==> src/rtl/spi_eng_pkg.sv <==
package spi_eng_pkg;
  localparam logic [1:0] SEL_CTRL = 2'd0;
  localparam logic [1:0] SEL_CMD  = 2'd1;
  localparam logic [1:0] SEL_DATA = 2'd2;

  localparam int CTL_TX_LSB = 0;
  localparam int CTL_RX_LSB = 8;
  localparam int CTL_GO_BIT = 31;
  localparam int CTL_FW     = 4;

  typedef enum logic [2:0] {
    ST_IDLE,
    ST_LEAD,
    ST_SHIFT,
    ST_TRAIL,
    ST_GAP
  } eng_state_e;
endpackage

==> src/rtl/spi_eng_tick.sv <==
module spi_eng_tick #(
  parameter int HALF_DIV = 2,
  localparam int CW = $clog2(HALF_DIV + 1)
) (
  input  logic clk,
  input  logic rst,
  input  logic run,
  output logic tick
);
  logic [CW-1:0] cnt;

  always_ff @(posedge clk) begin
    if (rst || !run) cnt <= '0;
    else if (cnt == CW'(HALF_DIV - 1)) cnt <= '0;
    else cnt <= cnt + 1'b1;
  end

  assign tick = run && (cnt == CW'(HALF_DIV - 1));
endmodule

==> src/rtl/spi_eng_regs.sv <==
module spi_eng_regs
  import spi_eng_pkg::*;
#(
  parameter int TX_MAX = 8,
  parameter int RX_MAX = 4,
  localparam int TXC_W = $clog2(TX_MAX + 1),
  localparam int RXC_W = $clog2(RX_MAX + 1),
  localparam int LANE_W = (RX_MAX > 1) ? $clog2(RX_MAX) : 1
) (
  input  logic                clk,
  input  logic                rst,
  input  logic                wr,
  input  logic [1:0]          sel,
  input  logic [31:0]         wdata,
  input  logic                busy,
  input  logic                rx_we,
  input  logic [LANE_W-1:0]   rx_lane,
  input  logic [7:0]          rx_byte,
  output logic [31:0]         rdata,
  output logic                start,
  output logic [TXC_W-1:0]    tx_n,
  output logic [RXC_W-1:0]    rx_n,
  output logic [31:0]         cmd_q,
  output logic [8*RX_MAX-1:0] data_q
);
  logic [CTL_FW-1:0] f_tx, f_rx;
  logic [TXC_W-1:0]  tx_c;
  logic [RXC_W-1:0]  rx_c;
  logic [31:0]       ctrl_view;
  logic              ctrl_wr, locked;

  // field clamping
  always_comb begin
    f_tx = wdata[CTL_TX_LSB +: CTL_FW];
    f_rx = wdata[CTL_RX_LSB +: CTL_FW];
    if (f_tx == '0) tx_c = TXC_W'(1);
    else if (int'(f_tx) > TX_MAX) tx_c = TXC_W'(TX_MAX);
    else tx_c = TXC_W'(f_tx);
    if (int'(f_rx) > RX_MAX) rx_c = RXC_W'(RX_MAX);
    else rx_c = RXC_W'(f_rx);
  end

  assign ctrl_wr = wr && (sel == SEL_CTRL);
  assign locked  = busy || start;

  always_comb begin
    ctrl_view = '0;
    ctrl_view[CTL_TX_LSB +: TXC_W] = tx_n;
    ctrl_view[CTL_RX_LSB +: RXC_W] = rx_n;
    ctrl_view[CTL_GO_BIT] = locked;
  end

  always_ff @(posedge clk) begin
    if (rst) begin
      tx_n   <= '0;
      rx_n   <= '0;
      start  <= 1'b0;
      cmd_q  <= '0;
      data_q <= '0;
      rdata  <= '0;
    end else begin
      start <= 1'b0;
      if (ctrl_wr && !locked) begin
        tx_n  <= tx_c;
        rx_n  <= rx_c;
        start <= wdata[CTL_GO_BIT];
      end
      if (wr && sel == SEL_CMD) cmd_q <= wdata;
      if (wr && sel == SEL_DATA) data_q <= wdata[8*RX_MAX-1:0];
      if (rx_we) data_q[8*rx_lane +: 8] <= rx_byte;
      case (sel)
        SEL_CTRL: rdata <= ctrl_view;
        SEL_CMD:  rdata <= cmd_q;
        SEL_DATA: rdata <= 32'(data_q);
        default:  rdata <= '0;
      endcase
    end
  end

  AST_CTRL_LOCKED: assert property (@(posedge clk) disable iff (rst)
    (busy && ctrl_wr) |=> ($stable(tx_n) && $stable(rx_n)));
  AST_GO_WHEN_IDLE: assert property (@(posedge clk) disable iff (rst)
    start |-> !busy);
  AST_TX_RANGE: assert property (@(posedge clk) disable iff (rst)
    start |-> (tx_n != '0 && int'(tx_n) <= TX_MAX && int'(rx_n) <= RX_MAX));
endmodule

==> src/rtl/spi_eng_shifter.sv <==
module spi_eng_shifter
  import spi_eng_pkg::*;
#(
  parameter int TX_MAX = 8,
  parameter int RX_MAX = 4,
  parameter int HALF_DIV = 2,
  localparam int TXC_W = $clog2(TX_MAX + 1),
  localparam int RXC_W = $clog2(RX_MAX + 1),
  localparam int LANE_W = (RX_MAX > 1) ? $clog2(RX_MAX) : 1,
  localparam int BI_W = $clog2(TX_MAX + RX_MAX + 1)
) (
  input  logic                clk,
  input  logic                rst,
  input  logic                start,
  input  logic [TXC_W-1:0]    tx_n,
  input  logic [RXC_W-1:0]    rx_n,
  input  logic [8*TX_MAX-1:0] tx_flat,
  input  logic                miso,
  output logic                sck,
  output logic                cs_n,
  output logic                mosi,
  output logic                busy,
  output logic                done,
  output logic                rx_we,
  output logic [LANE_W-1:0]   rx_lane,
  output logic [7:0]          rx_byte
);
  eng_state_e       state;
  logic [7:0]       tx_q [TX_MAX];
  logic [TXC_W-1:0] tx_len;
  logic [RXC_W-1:0] rx_len;
  logic [BI_W-1:0]  byte_idx, nxt_byte, last_byte;
  logic [2:0]       bit_idx, nxt_bit;
  logic [6:0]       rx_sh;
  logic             gap_half, tick, run, in_rx, at_last, nxt_mosi;

  assign run = (state != ST_IDLE);

  spi_eng_tick #(.HALF_DIV(HALF_DIV)) u_tick (
    .clk  (clk),
    .rst  (rst),
    .run  (run),
    .tick (tick)
  );

  always_comb begin
    last_byte = BI_W'(tx_len) + BI_W'(rx_len) - BI_W'(1);
    in_rx     = (byte_idx >= BI_W'(tx_len));
    at_last   = (byte_idx == last_byte) && (bit_idx == 3'd0);
    nxt_bit   = bit_idx - 3'd1;
    nxt_byte  = (bit_idx == 3'd0) ? byte_idx + BI_W'(1) : byte_idx;
    nxt_mosi  = 1'b0;
    for (int i = 0; i < TX_MAX; i++)
      if (nxt_byte == BI_W'(i) && nxt_byte < BI_W'(tx_len)) nxt_mosi = tx_q[i][nxt_bit];
  end

  always_ff @(posedge clk) begin
    if (rst) begin
      state    <= ST_IDLE;
      sck      <= 1'b0;
      cs_n     <= 1'b1;
      mosi     <= 1'b0;
      busy     <= 1'b0;
      done     <= 1'b0;
      rx_we    <= 1'b0;
      rx_lane  <= '0;
      rx_byte  <= '0;
      byte_idx <= '0;
      bit_idx  <= 3'd7;
      rx_sh    <= '0;
      gap_half <= 1'b0;
      tx_len   <= '0;
      rx_len   <= '0;
      for (int i = 0; i < TX_MAX; i++) tx_q[i] <= '0;
    end else begin
      done  <= 1'b0;
      rx_we <= 1'b0;
      case (state)
        ST_IDLE: begin
          if (start) begin
            for (int i = 0; i < TX_MAX; i++) tx_q[i] <= tx_flat[8*i +: 8];
            tx_len   <= tx_n;
            rx_len   <= rx_n;
            byte_idx <= '0;
            bit_idx  <= 3'd7;
            cs_n     <= 1'b0;
            busy     <= 1'b1;
            mosi     <= tx_flat[7];
            state    <= ST_LEAD;
          end
        end
        ST_LEAD, ST_SHIFT: begin
          if (tick) begin
            if (!sck) begin
              sck   <= 1'b1;
              state <= ST_SHIFT;
              if (in_rx) begin
                rx_sh <= {rx_sh[5:0], miso};
                if (bit_idx == 3'd0) begin
                  rx_we   <= 1'b1;
                  rx_lane <= LANE_W'(byte_idx - BI_W'(tx_len));
                  rx_byte <= {rx_sh, miso};
                end
              end
            end else begin
              sck <= 1'b0;
              if (at_last) begin
                state <= ST_TRAIL;
                mosi  <= 1'b0;
              end else begin
                bit_idx  <= nxt_bit;
                byte_idx <= nxt_byte;
                mosi     <= nxt_mosi;
              end
            end
          end
        end
        ST_TRAIL: begin
          if (tick) begin
            cs_n     <= 1'b1;
            gap_half <= 1'b0;
            state    <= ST_GAP;
          end
        end
        ST_GAP: begin
          if (tick) begin
            if (gap_half) begin
              state <= ST_IDLE;
              busy  <= 1'b0;
              done  <= 1'b1;
            end else begin
              gap_half <= 1'b1;
            end
          end
        end
        default: state <= ST_IDLE;
      endcase
    end
  end

  // chip-select idle window measured independently of the state machine
  logic [15:0] gap_cnt;
  always_ff @(posedge clk) begin
    if (rst) gap_cnt <= '1;
    else if (!cs_n) gap_cnt <= '0;
    else if (gap_cnt != '1) gap_cnt <= gap_cnt + 1'b1;
  end

  AST_SCK_NEEDS_CS: assert property (@(posedge clk) disable iff (rst)
    cs_n |-> !sck);
  AST_DONE_SINGLE: assert property (@(posedge clk) disable iff (rst)
    done |=> !done);
  AST_DONE_ON_FALL: assert property (@(posedge clk) disable iff (rst)
    done |-> (!busy && $past(busy)));
  AST_CS_WITHIN_BUSY: assert property (@(posedge clk) disable iff (rst)
    !cs_n |-> busy);
  AST_MOSI_QUIET_RX: assert property (@(posedge clk) disable iff (rst)
    (!cs_n && in_rx) |-> !mosi);
  AST_LANE_OK: assert property (@(posedge clk) disable iff (rst)
    rx_we |-> (int'(rx_lane) < RX_MAX));
  AST_CS_GAP: assert property (@(posedge clk) disable iff (rst)
    $fell(cs_n) |-> (int'(gap_cnt) >= 2*HALF_DIV));
endmodule

==> src/rtl/spi_flash_cmd_engine.sv <==
module spi_flash_cmd_engine #(
  parameter int ADDR_BYTES = 3,
  parameter int DATA_BYTES = 4,
  parameter int HALF_DIV   = 2
) (
  input  logic        clk,
  input  logic        rst,
  input  logic        reg_wr,
  input  logic [1:0]  reg_sel,
  input  logic [31:0] reg_wdata,
  output logic [31:0] reg_rdata,
  output logic        busy,
  output logic        done,
  output logic        spi_sck,
  output logic        spi_cs_n,
  output logic        spi_mosi,
  input  logic        spi_miso
);
  localparam int TX_MAX = 1 + ADDR_BYTES + DATA_BYTES;
  localparam int RX_MAX = DATA_BYTES;
  localparam int TXC_W  = $clog2(TX_MAX + 1);
  localparam int RXC_W  = $clog2(RX_MAX + 1);
  localparam int LANE_W = (RX_MAX > 1) ? $clog2(RX_MAX) : 1;

  logic                start, rx_we;
  logic [TXC_W-1:0]    tx_n;
  logic [RXC_W-1:0]    rx_n;
  logic [31:0]         cmd_q;
  logic [8*RX_MAX-1:0] data_q;
  logic [LANE_W-1:0]   rx_lane;
  logic [7:0]          rx_byte;
  logic [8*TX_MAX-1:0] tx_flat;

  // transmit stream: opcode, address high to low, data lanes low to high
  assign tx_flat[7:0] = cmd_q[7:0];
  for (genvar a = 0; a < ADDR_BYTES; a++) begin : g_addr
    assign tx_flat[8*(1+a) +: 8] = cmd_q[31-8*a -: 8];
  end
  for (genvar d = 0; d < DATA_BYTES; d++) begin : g_data
    assign tx_flat[8*(1+ADDR_BYTES+d) +: 8] = data_q[8*d +: 8];
  end

  spi_eng_regs #(.TX_MAX(TX_MAX), .RX_MAX(RX_MAX)) u_regs (
    .clk     (clk),
    .rst     (rst),
    .wr      (reg_wr),
    .sel     (reg_sel),
    .wdata   (reg_wdata),
    .busy    (busy),
    .rx_we   (rx_we),
    .rx_lane (rx_lane),
    .rx_byte (rx_byte),
    .rdata   (reg_rdata),
    .start   (start),
    .tx_n    (tx_n),
    .rx_n    (rx_n),
    .cmd_q   (cmd_q),
    .data_q  (data_q)
  );

  spi_eng_shifter #(.TX_MAX(TX_MAX), .RX_MAX(RX_MAX), .HALF_DIV(HALF_DIV)) u_shift (
    .clk     (clk),
    .rst     (rst),
    .start   (start),
    .tx_n    (tx_n),
    .rx_n    (rx_n),
    .tx_flat (tx_flat),
    .miso    (spi_miso),
    .sck     (spi_sck),
    .cs_n    (spi_cs_n),
    .mosi    (spi_mosi),
    .busy    (busy),
    .done    (done),
    .rx_we   (rx_we),
    .rx_lane (rx_lane),
    .rx_byte (rx_byte)
  );
endmodule

==> config.mk <==
export PLATFORM = sky130hd
export DESIGN_NAME = spi_flash_cmd_engine
export DESIGN_NICKNAME = d
export VERILOG_FILES = /design/src/rtl/spi_eng_pkg.sv /design/src/rtl/spi_eng_tick.sv /design/src/rtl/spi_eng_regs.sv /design/src/rtl/spi_eng_shifter.sv /design/src/rtl/spi_flash_cmd_engine.sv
export SDC_FILE = /design/constraint.sdc
export NUM_CORES = 1
export LEC_CHECK = 0
export BUFFER_PORTS_ARGS = -buffer_cell sky130_fd_sc_hd__buf_2
export CAP_MARGIN = 20
export CORE_UTILIZATION = 43
export CTS_CLUSTER_SIZE = 14
export DETAILED_ROUTE_END_ITERATION = 8
export GPL_ROUTABILITY_DRIVEN = 0
export SLEW_MARGIN = 40
export SYNTH_ARGS = -nofsm -noshare
export SYNTH_HDL_FRONTEND = slang
export SYNTH_HIERARCHICAL = 1
export SYNTH_SLANG_ARGS = --single-unit
==> constraint.sdc <==
create_clock -name clk -period 2.7 [get_ports clk]
set_input_delay 0.27 -clock clk [delete_from_list [all_inputs] [get_ports clk]]
set_output_delay 0.27 -clock clk [all_outputs]
set_load 0.01 [all_outputs]
; Word level (Yosys, flattened, before mapping)
; Memories as Yosys holds them, arrays and structs flattened.
; Cells that the tools add are included.
[totals]
input_bits = 38
n_memories = 1
regBits = 147
output_inout_bits = 37
mem_bits_rw = 64
wordCells = 199
[op_classes]
n_eq_ne = 23
order_cmp = 5
reduce_logical = 43
n_addsub = 7
bitwise = 14
shift = 2
mux = 82
[memory_table]
columns = memory, words, width, read_ports, rd_ports_with_merged_regs, wr, line_no
row1 = u_shift.tx_q, 8, 8, 8, 0, 8, spi_eng_shifter.sv:29  ; logic [7:0] tx_q [TX_MAX];
[ops]
columns = cell, count
row1 = 2-to-1 mux 32 bit, 3
row2 = one-hot mux 32 bit (3 select lines), 1
row3 = 2-to-1 mux 8 bit, 8
row4 = 2-to-1 mux 3 bit, 12
row5 = 2-to-1 mux 1 bit, 35
row6 = negation 5 -> 34 bit, 1
row7 = variable shift 8 x 34 -> 32 bit (first input constant), 1
row8 = variable part select 8 x 34 -> 32 bit, 1
row9 = bitwise mux 32 bit, 1
row10 = 2-to-1 mux 4 bit, 7
row11 = binary-select mux 1 bit (select 3 bit), 8
row12 = == test 4 x 3 -> 1 bit (second input constant), 4
row13 = logical AND 1 bit, 14
row14 = one-hot mux 3 bit (4 select lines), 1
row15 = AND reduction 4 bit, 3
row16 = != test 2 x 1 -> 1 bit (second input constant), 5
row17 = AND reduction 5 bit, 2
row18 = == test 4 x 2 -> 1 bit (second input constant), 2
row19 = logical NOT 4 bit, 2
row20 = OR 1 bit, 8
row21 = one-hot mux 1 bit (2 select lines), 4
row22 = one-hot mux 4 bit (2 select lines), 1
row23 = nonzero test 2 bit, 4
row24 = == test 3 x 2 -> 1 bit (second input constant), 2
row25 = other kinds (32), 46

; Depth between registers and ports, before layout
; Gate-level depths: netlist of run 1.
[logic_depth]
depth_word = 16
ltp_mapped = 13
mapped_depth_nobuf = 11

; By module
; The synthesis of run 1 kept the hierarchy.
[by_module_without_submodules]
columns = mod, area_per_inst_um2, instances, cells_each, seq_area_each_um2
row1 = spi_eng_shifter, 5133.7, 1, 429, 2742.6
row2 = spi_eng_regs, 4272.8, 1, 444, 2082.0
row3 = spi_eng_tick, 93.8, 1, 7, 40.0

; Worst setup path after synthesis of run 1
; OpenSTA, ideal clock, no wires.
[synth_timing]
kind = register -> register
from = reg u_shift.state[1]
to = mem u_shift.tx_q[0][0] (enable)
synth_period_minus_slack_ns = 2.871
n_path_buf = 2
required_ns = 2.268
path_slack_ns = -0.171
path_stages_with_launch = 6
arrival_ns = 2.439
setup_time_ns = 0.432
path_cell_list = dfxtp_1 > buf_6 > nor3_1 > nand2_1 > buf_6 > nand2b_1
[synth_rtl]
columns = item, line_no
row1 = from (decl), spi_eng_shifter.sv:28  ; eng_state_e state;
row2 = from (signal assigned), spi_eng_shifter.sv:59  ; state <= ST_IDLE;
row3 = from (signal assigned), spi_eng_shifter.sv:89  ; state <= ST_LEAD;
row4 = from (signal assigned), spi_eng_shifter.sv:96  ; state <= ST_SHIFT;
row5 = to (decl), spi_eng_shifter.sv:29

; Worst setup path after layout of run 1
[layout_timing]
from = reg u_shift.tx_len[1]
to = reg u_shift.byte_idx[2]
[layout_via]
elab_chain_len = 6
[layout_rtl]
columns = item, line_no
row1 = from (decl), spi_eng_shifter.sv:30  ; logic [TXC_W-1:0] tx_len;
row2 = from (signal assigned), spi_eng_shifter.sv:82  ; tx_len <= tx_n;
row3 = adder 4 x 3 -> 4 bit, spi_eng_shifter.sv:47  ; last_byte = BI_W'(tx_len) + BI_W'(rx_len) - BI_W'(1);
row4 = subtractor 4 x 1 -> 4 bit, spi_eng_shifter.sv:47
row5 = == test 4 bit, spi_eng_shifter.sv:49  ; at_last = (byte_idx == last_byte) && (bit_idx == 3'd0);
row6 = logical AND 1 bit, spi_eng_shifter.sv:49
row7 = != test 2 bit (no source line), -
row8 = AND reduction 5 bit (no source line), -
row9 = to (signal assigned), spi_eng_shifter.sv:112  ; byte_idx <= nxt_byte;
row10 = to (decl), spi_eng_shifter.sv:32  ; logic [BI_W-1:0] byte_idx, nxt_byte, last_byte;
; No other way between the ends.
; A chain may end at the register's enable or synchronous reset.

==> reports/qor.yml, run 1 <==
grt_use_total_pct: 21.3
min_path_type: "in -> reg"
drt_first_pass_iters: 5
cts_buffers: 23
worst_ir_drop_vdd_uv: 422
start_util_pct: 43.7
die_x_um: 151
vias: 6692
ys_warn_count: 6
grt_setup_unrepaired: "no"
syn_area_um2: 9500
max_clock_freq_ghz: 0.390
timing.hold.ws_ns: 0.00819
clock-sinks: 211
clkSlewWorstSetupHoldPaths_ns: 0.06
relSlewSlack_pct: 45.3
wl_per_cell_um: 18.7
yosys.cell_types.count: 75
h-tree-depth: 1
async_flop_share_pct: 0
status: "completed"
die-area_um2: 22700
crit_fanout: 4
vias_per_cell: 5.32
overflow: 0
power.leakage_nw: 4.20
synth-seq-cells: 211
worstSetupStartpointType: "register"
r2r_end: "u_shift/byte_idx[2]$_SDFFE_PP0P_"
clock_latency_ns: 0.51
grt_pass1_wl_mm: 36.6
grt_pass1_vias: 6373
worstSetupPathType: "reg -> reg"
yosys_most_used_dff: "dfxtp_1"
cp.arrival_ns: 2.93
drv_slew: 0
drtAntennaViolNets: 0
clock_skew_ns: 0.0145
cts_tree: "built"
reg2reg_depth: 13
finalCritPeriodShare_pct: 95.0
cts.path.max_buffers: 3
reg2reg_slack_ns: 0.14
syn_to_final_growth_pct: 15.5
port_buffers: 74
finalSetupViolCount: 0
crit_start: "u_shift/tx_len[1]$_SDFFE_PP0P_"
required_ns: 3.07
design.core.area_um2: 21800
ios: 75
hold_start: "reg_wdata[24]"
die_h_um: 151
setup_tns_ns: 0
routed_wl_mm: 23.6
grt_max_degree: 57
hold_viol: 0
num_rows: 54
fin_nets: 1019
power_per_cell_area_nw_per_um2: 615
hold_path_depth: 3
power_w: 0.00675
crit_path_end_kind: "register"
synth-edff-count: 64
antenna_found_initial: 0
ys_seq_area_share_pct: 51.2
drc: 0
drv_cap: 0
final_layout_size_suffix_gt1_share_pct: 20.1
synth_area_per_cell_um2: 10.8
post_dp_cell_area_um2: 10100
rr_startpoint: "u_shift/tx_len[1]$_SDFFE_PP0P_"
drt_iter0_markers: 421
syn_inst: 880
fin_crit_ns: 2.56
tightest_slew_ns: 0.814
clock-root-buffer: "clkbuf_16"
n_antenna_cell: 0
worstHoldEndpoint: "u_regs/cmd_q[24]$_SDFFE_PP0P_"
final_area_um2: 11000
dp_hpwl_mm: 16.2
synth.net_count: 938
[logic make-up after synthesis]
family | count (synthesis) | synth area share, %
xor gates and xnor gates | 13 | 1.40
DFF | 211 | 51.2
muxes | 66 | 9.15
adders and majority gates | 21 | 2.90
and+or+nand+nor | 316 | 17.1
buffers and inverters | 85 | 5.31
AOI/OAI and AO/OA | 168 | 12.9
[report_power, final]
part	internal, W	total, W	switching [W]
Clock	0.00180	0.00301	0.00121
Combinational	0.000134	0.000348	0.000214
Sequential	0.00335	0.00339	0.0000431
Total	0.00528	0.00675	0.00147
[flip-flops by register name, indices dropped and copies added, names as in the netlist]
| register | count |
|---|---|
| u_regs/cmd_q | 32 |
| u_regs/data_q | 32 |
| u_regs/rdata | 32 |
| u_regs/rx_n | 3 |
| u_regs/start | 1 |
| u_regs/tx_n | 4 |
| u_shift/bit_idx | 3 |
| u_shift/busy | 1 |
| u_shift/byte_idx | 4 |
| u_shift/cs_n | 1 |
| u_shift/done | 1 |
| u_shift/gap_half | 1 |
| u_shift/mosi | 1 |
| u_shift/rx_byte | 8 |
| u_shift/rx_lane | 2 |
| u_shift/rx_len | 3 |
| u_shift/rx_sh | 7 |
| u_shift/rx_we | 1 |
| u_shift/sck | 1 |
| u_shift/state | 3 |
| u_shift/tx_len | 4 |
| u_shift/tx_q | 64 |
| u_shift/u_tick/cnt | 2 |
[routing by layer]
metal	up-vias	track usage (%)	wire (µm)
met1	3209	28.9	10700
li1	3287	-	-
met4	0	6.85	558
met5	-	0	0
met3	34	3.36	1230
met2	162	34.8	11100
[worst max-delay path, stage by stage, from the launching register on]
cell and delay [ns]:
dfxtp_2 0.32, inv_1 0.05, ha_1 0.26, inv_1 0.04, ha_1 0.20, fa_2 0.53
xnor2_1 0.06, nand4_1 0.09, o21ai_1 0.06, buf_4 0.17, a22o_4 0.27, buf_4 0.15
a22oi_1 0.17, nor2_1 0.06
[worst max path at each step]
stage / slack, ns / end / depth (start not counted)
final: 0.14 / u_shift/byte_idx[2]$_SDFFE_PP0P_ / 13
after global routing: 0.002 / u_shift/byte_idx[2]$_SDFFE_PP0P_ / 13
after CTS: 0.05 / u_shift/byte_idx[0]$_SDFFE_PP0P_ / 13
after detailed placement: 0.06 / u_shift/byte_idx[0]$_SDFFE_PP0P_ / 13
after global placement: 0.09 / u_shift/byte_idx[0]$_SDFFE_PP0P_ / 13
after floorplan: 0.09 / u_shift/bit_idx[1]$_SDFFE_PP1P_ / 11
[synthesized netlist by cell type, types with 3 or more instances]
library cell,n,share of area [%]
a211o_1,3,0.28
a211oi_1,4,0.32
a21bo_2,6,0.63
a21oi_1,63,3.3
a221o_1,8,0.84
a22oi_1,28,2.2
a311oi_1,5,0.46
a31oi_1,4,0.26
and2_1,50,3.3
buf_2,11,0.58
buf_4,11,0.87
buf_6,12,1.4
clkbuf_1,20,0.79
clkbuf_8,4,0.58
dfxtp_1,147,31
edfxtp_1,64,20
ha_1,18,2.4
inv_1,26,1.0
mux2i_1,49,5.2
mux4_2,14,3.3
nand2_1,113,4.5
nand2b_1,8,0.53
nand3_1,7,0.37
nand3b_1,6,0.47
nand4_1,6,0.40
nor2_1,63,2.5
nor2b_1,22,1.4
nor3_1,13,0.68
o21ai_0,4,0.21
o2bb2ai_1,22,2.0
or2_2,7,0.46
xnor2_1,9,0.83
xor2_1,3,0.28
[placed cells by master (no fill, tap or decap), types with 23 or more instances in the layout]
cell type / instances
buf_4: 30
a21oi_1: 62
mux2i_1: 49
dfxtp_1: 146
buf_2: 73
and2_1: 50
clkbuf_16: 23
edfxtp_1: 64
a22oi_1: 27
nand2_1: 113
inv_1: 26
nor2_1: 62
[cell type report]
class / instances / area, µm²
Clock buffer: 35 / 631
Fill cell: 1988 / 10800
Tap cell: 280 / 350
Sequential cell: 211 / 4870
Multi-Input combinational cell: 584 / 4180
Inverter: 26 / 97.6
Clock inverter: 7 / 86.3
Timing Repair Buffer: 115 / 761
[what timing repair did]
action | CTS | global route
hold buffers | 7 | 0
buffers inserted | 0 | 1
endpoints found under the setup margin | 0 | 8
hold endpoints to repair | 7 | 0
resized for setup | 0 | 8
[through the flow]
stage          utilization, %  worst slack, ns  std cells
4_1_cts                  50.2           0.0501       1257
5_1_grt                  50.4          0.00154       1258
6_report                 50.4            0.136       1258
2_1_floorplan               -           0.0913        880
3_3_place_gp             46.6           0.0903       1208
3_5_place_dp             46.6           0.0641       1208
Power figures use the tool's default switching activity.
==> run 2, diff against run 1 <==
--- a/config.mk
+++ b/config.mk
@@ -8,6 +8,7 @@
 export BUFFER_PORTS_ARGS = -buffer_cell sky130_fd_sc_hd__buf_2
 export CAP_MARGIN = 20
 export CORE_UTILIZATION = 43
+export CTS_BUF_LIST = sky130_fd_sc_hd__clkbuf_2
 export CTS_CLUSTER_SIZE = 14
 export DETAILED_ROUTE_END_ITERATION = 8
 export GPL_ROUTABILITY_DRIVEN = 0
==> reports/qor.yml, run 2 (synthesis gave the netlist of run 1 again) <==
status: "completed"
overflow: 0
worstSetupStartpointType: "register"
fillCellCount: 2022
grt_use_total_pct: 21.9
grt_pass1_vias: 6758
finalCritPeriodShare_pct: 95.0
crit_path_top_delay_cell: "fa_2"
max_clock_freq_ghz: 0.390
drt_first_pass_iters: 5
hold_viol: 0
routed_wl_mm: 24.1
crit_buf_inv: 4
crit_path_end_kind: "register"
grt_max_degree: 57
min_path_type: "in -> reg"
crit_path_max_incr_delay_ns: 0.53
design.core.area_um2: 21800
clock_skew_ns: 0.0275
drv_slew: 0
wl_per_cell_um: 18.0
layout_common_cells: "dfxtp_1, nand2_1, clkbuf_2"
clkSlewWorstSetupHoldPaths_ns: 0.09
syn_to_final_growth_pct: 16.1
antenna_found_initial: 1
final_common_cell: "dfxtp_1"
relSlewSlack_pct: 47.1
cts.path.max_buffers: 3
setup_tns_ns: 0
cp.arrival_ns: 3.22
clock_latency_ns: 0.79
start_util_pct: 43.7
crit_family: "adder cells"
worst_ir_drop_vdd_uv: 417
dp_hpwl_mm: 16.2
port_buffers: 74
clock-sinks: 211
worst_slack_ns: 0.134
post_dp_cell_area_um2: 10100
vias: 6983
fin_crit_ns: 2.57
required_ns: 3.35
grt_setup_unrepaired: "yes"
fin_nets: 1080
drv_cap: 0
tightest_slew_ns: 0.788
grt_pass1_wl_mm: 37.6
num_rows: 54
h-tree-depth: 2
vias_per_cell: 5.20
drtAntennaViolNets: 0
dpl_worst_slack_ns: 0.0641
power_per_cell_area_nw_per_um2: 534
die_h_um: 151
power.leakage_nw: 4.37
crit_chain: "inv_1 > ha_1 > inv_1 > ha_1 > fa_2 > xnor2_1 > nand4_1 > o21ai_1 > buf_4 > a22o_4 > buf_4 > a22oi_1 > nor2_1"
die_x_um: 151
clock-root-buffer: "clkbuf_2"
worstSetupPathType: "reg -> reg"
crit_fanout: 4
cts_tree: "built"
die-area_um2: 22700
cts_buffers: 54
final_area_um2: 11000
largest_reg_flops: 64
final_core_util_pct: 50.7
final_layout_size_suffix_gt1_share_pct: 24.6
largest-register: "u_shift/tx_q"
ios: 75
finalSetupViolCount: 0
drt_iter0_markers: 416
drc: 0
run 2: cell types whose count changed in the layout (fill, tap and decap cells not counted), sizes merged:
cell / previous run / this run
dlygate4sd3: 7 / 37
diode: 0 / 1
clkinv: 4 / 5
bufinv: 2 / 0
clkbuf: 35 / 91
run 2: through the flow:
step	total power (W)	instances	hold WS [ns]
finish	0.00589	1344	0.150
global route	0.00617	1344	0.123
CTS	0.00597	1342	0.0552
detailed placement	0.00380	1208	0.439
global placement	0.00380	1208	0.435
floorplan	0.00366	880	0.343
run 2: final timing paths:
kind / cells after the start / slack, ns / to / start
max: 13 / 0.13 / u_shift/byte_idx[2]$_SDFFE_PP0P_ / u_shift/tx_len[1]$_SDFFE_PP0P_
min: 4 / 0.15 / u_regs/rdata[2]$_SDFF_PP0_ / reg_sel[0]
max reg2reg: 13 / 0.13 / u_shift/byte_idx[2]$_SDFFE_PP0P_ / u_shift/tx_len[1]$_SDFFE_PP0P_
min reg2reg: 1 / 0.46 / u_shift/u_tick/cnt[0]$_SDFF_PP0_ / u_shift/u_tick/cnt[0]$_SDFF_PP0_
run 2: area by class of cell:
type | count | area, µm² | area share, %
Clock buffer | 91 | 455 | 4.13
Multi-Input combinational cell | 584 | 4180 | 37.9
Antenna cell | 1 | 2.50 | 0.0227
Clock inverter | 6 | 23.8 | 0.215
Tap cell | 280 | 350 | 3.17
Timing Repair Buffer | 145 | 1060 | 9.62
Sequential cell | 211 | 4870 | 44.1
Inverter | 26 | 97.6 | 0.884
run 2: report_power, final:
| group | internal (W) | switching, W |
|---|---|---|
| logic | 0.000162 | 0.000221 |
| clock network | 0.000867 | 0.00125 |
| registers | 0.00334 | 0.0000430 |
run 2: metal layers:
| metal | track usage (%) | up-vias | routed length, µm |
|---|---|---|---|
| li1 | - | 3437 | - |
| met1 | 29.3 | 3326 | 10900 |
| met2 | 35.0 | 185 | 11400 |
| met3 | 4.42 | 35 | 1290 |
| met4 | 8.30 | 0 | 543 |
| met5 | 0 | - | 0 |
run 2: tightest hold or removal path, delay by kind of cell:
kind / cells / cell delay [ns]
mux: 1 / 0.19
buf+inv: 1 / 0.25
compound gates: 1 / 0.05
simple gates: 1 / 0.11
run 2: repair_timing:
item	in CTS	in global routing
endpoints found under the hold margin	104	0
hold buffers	37	0
setup endpoints to repair	0	8
buffers inserted	0	1
resized for setup	0	8
==> run 3, diff against run 2 <==
--- a/config.mk
+++ b/config.mk
@@ -15,5 +15,4 @@
 export SLEW_MARGIN = 40
 export SYNTH_ARGS = -nofsm -noshare
 export SYNTH_HDL_FRONTEND = slang
-export SYNTH_HIERARCHICAL = 1
 export SYNTH_SLANG_ARGS = --single-unit
==> reports/qor.yml, run 3 <==
layout_common_cells: "nand2_1, dfxtp_1, a21oi_1"
crit_family: "adder cells"
yosys_most_used_dff: "dfxtp_1"
crit_path_top_delay_cell: "fa_1"
antenna_found_initial: 1
reg2reg_depth: 11
drv_slew: 0
final_layout_size_suffix_gt1_share_pct: 19.2
required_ns: 3.39
power.leakage_nw: 4.40
overflow: 0
cp.depth: 11
synth-seq-cells: 211
synth_area_per_cell_um2: 9.34
ys_warn_count: 0
timing.hold.ws_ns: 0.211
drt_iter0_markers: 596
max_clock_freq_ghz: 0.399
clock_latency_ns: 0.85
drtAntennaViolNets: 0
syn_area_um2: 9210
port_buffers: 74
die_x_um: 148
finalCritPeriodShare_pct: 92.9
power_per_cell_area_nw_per_um2: 544
post-synth-top-count-cell: "nand2_1"
cts_tree: "built"
crit_path_end_kind: "register"
r2r_end: "u_shift.mosi$_SDFFE_PP0P_"
tightest_slew_ns: 0.698
synth_top_area_share_pct: 31.9
min_path_type: "in -> reg"
crit_buf_inv: 2
syn_inst: 987
grt_use_total_pct: 23.2
start_util_pct: 43.8
largest_reg_flops: 64
relSlewSlack_pct: 53.5
worst_ir_drop_vdd_uv: 382
grt_setup_unrepaired: "yes"
design.core.area_um2: 21000
worstSetupPathType: "reg -> reg"
drt_first_pass_iters: 5
finalSetupViolCount: 0
cts.path.max_buffers: 3
final_core_util_pct: 51.5
yosys.cell_types.count: 60
ys_top_cells_by_area: "dfxtp_1, edfxtp_1, nand2_1"
clock-sinks: 211
drv_cap: 0
synth.net_count: 1046
grt_pass1_wl_mm: 39.4
syn_to_final_growth_pct: 17.5
reg2reg_slack_ns: 0.19
ys_seq_area_share_pct: 52.8
endpoint: "u_shift.mosi$_SDFFE_PP0P_"
drc: 0
die_h_um: 148
synthTopCellsByCount: "nand2_1, dfxtp_1, a21oi_1"
clock_skew_ns: 0.0988
worstSetupStartpointType: "register"
synth-edff-count: 64
vias_per_cell: 5.29
ios: 75
dp_hpwl_mm: 16.9
cp.arrival_ns: 3.20
clkSlewWorstSetupHoldPaths_ns: 0.10
cts_buffers: 53
crit_fanout: 5
rr_startpoint: "u_shift.rx_len[1]$_SDFFE_PP0P_"
fin_nets: 1175
crit_start: "u_shift.rx_len[1]$_SDFFE_PP0P_"
die-area_um2: 22000
wl_per_cell_um: 17.3
h-tree-depth: 2
crit_path_max_incr_delay_ns: 0.49
crit_chain: "inv_1 > ha_1 > inv_1 > ha_1 > fa_1 > xor2_1 > nor2_1 > a41o_2 > a2111oi_4 > a32oi_1 > o31ai_1"
num_rows: 53
clock-root-buffer: "clkbuf_2"
synth_area_leader_cell: "dfxtp_1"
hold_viol: 0
async_flop_share_pct: 0
routed_wl_mm: 24.8
grt_max_degree: 66
status: "completed"
largest-register: "u_shift.tx_q"
fin_crit_ns: 2.51
vias: 7581
cts_setup_buffers: 0
grt_pass1_vias: 7256
final_common_cell: "nand2_1"
run 3: repair_timing:
item	CTS	global route
resized for setup	0	6
endpoints found under the setup margin	0	7
hold buffers	43	0
endpoints found under the hold margin	110	0
run 3: final cells by class:
class                      instances  area [µm²]
timing repair buffer             150        1060
inverter                          23        86.3
sequential                       211        4870
clock inverter                    13        60.1
clock buffer                      83         415
fill                            2008       10200
tap                              275         344
antenna                            1        2.50
multi-input combinational        677        3990
run 3: how the worst min path moves through the flow:
stage,start,endpoint,cells past startpoint
floorplan,reg_wdata[0],u_regs.cmd_q[0]$_SDFFE_PP0P_,2
global placement,u_shift.u_tick.cnt[0]$_SDFF_PP0_,u_shift.u_tick.cnt[0]$_SDFF_PP0_,1
detailed placement,u_shift.u_tick.cnt[0]$_SDFF_PP0_,u_shift.u_tick.cnt[0]$_SDFF_PP0_,1
CTS,reg_wdata[13],u_regs.cmd_q[13]$_SDFFE_PP0P_,4
global route,reg_wdata[17],u_regs.cmd_q[17]$_SDFFE_PP0P_,4
finish,reg_wdata[13],u_regs.cmd_q[13]$_SDFFE_PP0P_,4
run 3: logic make-up (layout without fill, tap and decap cells):
family          Yosys count  in the layout  synth area share (%)
simple gates            413            413                  20.4
xor+xnor                 12             12                  1.22
other cells               0              1                     0
flops                   211            211                  52.8
mux                      37             37                  5.92
compound gates          194            194                  12.5
fa+ha+maj                21             21                  3.01
buf+inv                  99            269                  4.18
run 3: power breakdown:
group | switching (W) | total [W] | leakage [nW] | internal [W]
registers | 0.0000578 | 0.00340 | 1.85 | 0.00334
clock network | 0.00129 | 0.00211 | 0.375 | 0.000819
logic | 0.000231 | 0.000389 | 2.17 | 0.000158
total | 0.00158 | 0.00590 | 4.40 | 0.00432
run 3: metal layers:
| metal | GRT usage, % | share of wire [%] | vias to the layer above | routed length (µm) |
|---|---|---|---|---|
| met5 | 0 | 0 | - | 0 |
| met4 | 8.45 | 2.3 | 0 | 572 |
| met3 | 4.17 | 6.5 | 50 | 1610 |
| met2 | 34.9 | 45 | 251 | 11200 |
| met1 | 33.3 | 46 | 3559 | 11400 |
| li1 | - | - | 3721 | - |
run 3: worst min-delay path, stage by stage:
cell and delay [ns]:
dlygate4sd3_1 0.53, buf_2 0.13, nand2_1 0.05, a21oi_1 0.05
run 3: per-stage QoR:
step | setup slack (ns) | total power, W | area, µm² | instances | TNS (ns)
finish | 0.192 | 0.00590 | 10800 | 1433 | 0
floorplan | 0.0310 | 0.00367 | 9230 | 987 | 0
detailed placement | 0.110 | 0.00381 | 9900 | 1293 | 0
global placement | 0.159 | 0.00381 | 9900 | 1293 | 0
CTS | 0.0926 | 0.00595 | 10800 | 1432 | 0
global route | -0.0410 | 0.00616 | 10800 | 1433 | -0.0500
